**src/rtl/rrd_pkg.sv**
```systemverilog
package rrd_pkg;
  typedef enum logic [1:0] {
    MODE_OFF   = 2'd0,
    MODE_TOR   = 2'd1,
    MODE_NA4   = 2'd2,
    MODE_NAPOT = 2'd3
  } match_mode_e;
endpackage

```
**src/rtl/rrd_entry_decode.sv**
```systemverilog
module rrd_entry_decode
  import rrd_pkg::*;
#(
  parameter int ADDR_W = 8,
  localparam int BW = ADDR_W + 2
) (
  input  match_mode_e       mode,
  input  logic [ADDR_W-1:0] cur,
  input  logic [ADDR_W-1:0] prev,
  output logic [BW-1:0]     lo,
  output logic [BW-1:0]     hi,
  output logic              active
);
  logic [BW-1:0] cur_b, prev_b, tor_hi, pot, pot_inc;

  always_comb begin
    cur_b   = {cur, 2'b00};
    prev_b  = {prev, 2'b00};
    tor_hi  = cur_b - BW'(1);
    pot     = {cur, 2'b11};
    pot_inc = pot + BW'(1);
    active  = (mode != MODE_OFF);
    lo      = '0;
    hi      = '0;
    unique case (mode)
      MODE_OFF: begin
        lo = '0;
        hi = '0;
      end
      MODE_TOR: begin
        if (prev_b > tor_hi) begin
          lo = '0;
          hi = '0;
        end else begin
          lo = prev_b;
          hi = tor_hi;
        end
      end
      MODE_NA4: begin
        lo = cur_b;
        hi = cur_b | BW'(3);
      end
      MODE_NAPOT: begin
        lo = pot & pot_inc;
        hi = pot | pot_inc;
      end
      default: begin
        lo = '0;
        hi = '0;
      end
    endcase
  end
endmodule

```
**src/rtl/rrd_count.sv**
```systemverilog
module rrd_count #(
  parameter int N  = 4,
  localparam int CW = $clog2(N + 1)
) (
  input  logic [N-1:0]  act,
  output logic [CW-1:0] cnt
);
  always_comb begin
    cnt = '0;
    for (int i = 0; i < N; i++) begin
      cnt = cnt + CW'(act[i]);
    end
  end
endmodule

```
**src/rtl/region_range_decoder.sv**
```systemverilog
module region_range_decoder
  import rrd_pkg::*;
#(
  parameter int N_ENTRIES = 4,
  parameter int ADDR_W    = 8,
  localparam int BW = ADDR_W + 2,
  localparam int CW = $clog2(N_ENTRIES + 1)
) (
  input  logic                      clk,
  input  logic                      rst,
  input  logic                      upd,
  input  logic [2*N_ENTRIES-1:0]    mode_i,
  input  logic [ADDR_W*N_ENTRIES-1:0] addr_i,
  output logic [BW*N_ENTRIES-1:0]   start_o,
  output logic [BW*N_ENTRIES-1:0]   end_o,
  output logic [N_ENTRIES-1:0]      active_o,
  output logic [CW-1:0]             count_o
);
  logic [BW*N_ENTRIES-1:0] lo_d, hi_d;
  logic [N_ENTRIES-1:0]    act_d;
  logic [CW-1:0]           cnt_d;

  for (genvar g = 0; g < N_ENTRIES; g++) begin : g_entry
    logic [ADDR_W-1:0] prev_addr;
    if (g == 0) begin : g_first
      assign prev_addr = '0;
    end else begin : g_rest
      assign prev_addr = addr_i[ADDR_W*(g-1) +: ADDR_W];
    end

    rrd_entry_decode #(.ADDR_W(ADDR_W)) i_dec (
      .mode   (match_mode_e'(mode_i[2*g +: 2])),
      .cur    (addr_i[ADDR_W*g +: ADDR_W]),
      .prev   (prev_addr),
      .lo     (lo_d[BW*g +: BW]),
      .hi     (hi_d[BW*g +: BW]),
      .active (act_d[g])
    );

    // flag follows the mode captured at the last strobe
    p_active_r8: assert property (@(posedge clk) disable iff (rst)
      upd |=> (active_o[g] == ($past(mode_i[2*g +: 2]) != 2'd0)));

    // no decoded range is inverted
    p_order_r5: assert property (@(posedge clk) disable iff (rst)
      start_o[BW*g +: BW] <= end_o[BW*g +: BW]);
  end

  rrd_count #(.N(N_ENTRIES)) i_cnt (
    .act (act_d),
    .cnt (cnt_d)
  );

  always_ff @(posedge clk) begin
    if (rst) begin
      start_o  <= '0;
      end_o    <= '0;
      active_o <= '0;
      count_o  <= '0;
    end else if (upd) begin
      start_o  <= lo_d;
      end_o    <= hi_d;
      active_o <= act_d;
      count_o  <= cnt_d;
    end
  end

  p_reset_r1: assert property (@(posedge clk)
    rst |=> (count_o == '0 && active_o == '0));

  p_hold_r2: assert property (@(posedge clk) disable iff (rst)
    !upd |=> ($stable(start_o) && $stable(end_o) && $stable(active_o)));

  p_count_r8: assert property (@(posedge clk) disable iff (rst)
    count_o == CW'($countones(active_o)));
endmodule

```
**config.mk**
```make
export PLATFORM = sky130hd
export DESIGN_NAME = region_range_decoder
export DESIGN_NICKNAME = d
export VERILOG_FILES = /design/src/rtl/rrd_pkg.sv /design/src/rtl/rrd_entry_decode.sv /design/src/rtl/rrd_count.sv /design/src/rtl/region_range_decoder.sv
export SDC_FILE = /design/constraint.sdc
export NUM_CORES = 1
export LEC_CHECK = 0
export BUFFER_PORTS_ARGS = -buffer_cell sky130_fd_sc_hd__buf_4
export CORE_ASPECT_RATIO = 2
export CORE_MARGIN = 2
export CORE_UTILIZATION = 50
export DETAILED_ROUTE_END_ITERATION = 7
export PLACE_DENSITY = 0.75
export SYNTH_ARGS = -nofsm -noshare
export SYNTH_HDL_FRONTEND = slang
export SYNTH_HIERARCHICAL = 1
export SYNTH_SLANG_ARGS = --single-unit
```
**constraint.sdc**
```tcl
create_clock -name clk -period 3.5 [get_ports clk]
set_input_delay 0.525 -clock clk [delete_from_list [all_inputs] [get_ports clk]]
set_output_delay 0.525 -clock clk [all_outputs]
set_load 0.01 [all_outputs]
```
==> impl_metrics.json <==
{
  "groute.usage.overall": 0.273,
  "final_core_util": 0.613,
  "grt_pass1_wl_um": 26200,
  "die-area_mm2": 0.0126,
  "place_area_mm2": 0.00669,
  "synth_top_flop_cell": "dfxtp_1",
  "drive_above_1_share": 0.220,
  "critPathRequiredTime_ps": 3770,
  "cap_viol_max_count": 0,
  "floorplan.core_area_mm2": 0.0114,
  "synth.most_common_cell": "nor2_1",
  "portBuffers": 129,
  "io-pin-count": 130,
  "postRouteAntennaNets": 0,
  "finalSetupViolCount": 0,
  "htreeDepth": 3,
  "first_iter_violations": 308,
  "cts_buffer_depth": 2,
  "synth-edff-count": 0,
  "grt_max_degree": 88,
  "whs_ps": 492,
  "peakVddDrop_v": 0.000298,
  "postSynth.asyncResetShare": 0,
  "cts_root_buf": "clkbuf_16",
  "hold_path.class": "reg2reg",
  "status": "completed",
  "die_w_um": 80.4,
  "leakage_nw": 3.38,
  "r2r_start": "end_o[28]",
  "ctsResizeCount": 0,
  "power_mw": 2.60,
  "worstSetupStartpoint": "addr_i[28]",
  "synth_top_area_frac": 0.298,
  "nets": 884,
  "dpl.cell_count": 925,
  "firstDrtPassIters": 5,
  "synth_area_leaders": "dfxtp_1, mux2i_1, ha_1",
  "start_kind": "input pin",
  "slew_headroom": 0.189,
  "ys_top_cells_by_count": "nor2_1, mux2i_1, dfxtp_1",
  "initial_core_util": 0.514,
  "crit_path_end_kind": "register",
  "num-fill-cells": 1044,
  "fin_crit_ps": 2840,
  "finalMaxSlewViolations": 0,
  "cts_tree": "done",
  "crit_type": "in2reg",
  "n_antenna_cell": 0,
  "syn2layout_area_growth_pct": 19.1,
  "gp_congestion": 0.998,
  "layout_setup_ws_ps": 658,
  "fin_crit_sh": 0.812,
  "grt_remaining_overflow": 0,
  "dp_hpwl_um": 12900,
  "place_ws_ps": 351,
  "avgSynthCellArea_um2": 8.56,
  "design_area_mm2": 0.00696,
  "worst_pin_slew_ps": 1210,
  "powerDensity_mw_per_mm2": 373,
  "synth_cell_types": 38,
  "ff_latch_area_mm2": 0.00174,
  "die_y_um": 157,
  "vias_per_cell": 5.53,
  "skew_ps": 0,
  "fin_setup_tns_ps": 0,
  "hold_viol": 0,
  "critPathArrivalTime_ps": 3110,
  "layout.cells.non_filler": 941,
  "clk_latency_ps": 340,
  "cts_inserted_buffers": 9,
  "yosysTopAreaCell": "dfxtp_1",
  "yosysSeqAreaShare": 0.298,
  "drc_errors": 0,
  "wl_um": 16800,
  "path_max_fanout": 10,
  "clkTransAtPathRegs_ps": 60,
  "cts_sinks": 87,
  "holdCritStartpoint": "start_o[20]",
  "rows": 55,
  "post-cts-setup-buffers": 0,
  "grt_pass1_vias": 5246,
  "antenna_found_initial": 0,
  "syn_inst": 682,
  "multiInputGateArea_mm2": 0.00355,
  "yosys_warnings": 6,
  "rsz0062_at_grt": "false",
  "cts_hold_buffers": 0,
  "netlist_area_mm2": 0.00584,
  "synth-seq-cells": 87,
  "vias": 5203,
  "wl_per_cell_um": 17.9,
  "max_freq_ghz": 0.352
}
-- placed cells by master, fill, tap and decap left out, types with 8 or more instances in the layout --
cell type and n:
buf_4 138, nor2_1 103, mux2i_1 91, dfxtp_1 87, inv_1 49, o21ai_0 48, ha_1 46, nand2_1 44
o22ai_1 32, conb_1 24, xnor2_1 20, nand3_1 16, clkbuf_16 9, a21oi_1 8, and4_1 8
-- critical path, stage by stage --
cell	delay (ps)
buf_4	140
or4_4	550
nor2_1	150
xnor2_1	180
ha_1	290
o21ai_0	160
o211a_1	170
o211ai_1	80
buf_4	170
buf_4	170
o21ai_0	300
mux2i_1	120
nor2_1	90
-- state kept, by name, summed over array words and instances (netlist names) --
| name | flops |
|---|---|
| active_o | 4 |
| start_o | 40 |
| end_o | 40 |
| count_o | 3 |
-- path summary, 6_finish.rpt --
| check | cells past startpoint | slack, ps | end |
|---|---|---|---|
| worst max-delay path | 13 | 660 | start_o[35] |
| worst min-delay path | 2 | 490 | start_o[20] |
| worst max register to register | 2 | 2800 | end_o[28] |
| worst min register to register | 2 | 490 | start_o[20] |
-- layout make-up --
| class | instances | area share |
|---|---|---|
| repair buffers | 138 | 0.149 |
| flip-flops and latches | 87 | 0.250 |
| multi-input cells | 509 | 0.510 |
| clock inverters | 5 | 0.00504 |
| well taps | 142 | 0.0255 |
| clock buffers | 11 | 0.0335 |
| inverters | 49 | 0.0264 |
-- layer usage --
layer | wire, µm | track usage | up-vias
li1 | - | - | 2541
met1 | 5620 | 0.256 | 2420
met2 | 9340 | 0.514 | 178
met3 | 736 | 0.0473 | 64
met4 | 1140 | 0.185 | 0
met5 | 0 | 0 | -
-- kinds of logic after synthesis --
logic type | after synthesis | share of synthesized area
compound gates | 116 | 0.124
xor+xnor | 24 | 0.0360
fa+ha+maj | 47 | 0.102
buf+inv | 105 | 0.106
flops | 87 | 0.298
mux | 91 | 0.156
other cells | 5 | 0.00321
simple gates | 207 | 0.174
-- power breakdown --
part / internal, mW / switching, mW
Combinational: 0.275 / 0.360
Clock: 0.481 / 0.394
Sequential: 1.05 / 0.0340
Note: power is estimated with default switching activity, not from simulation.
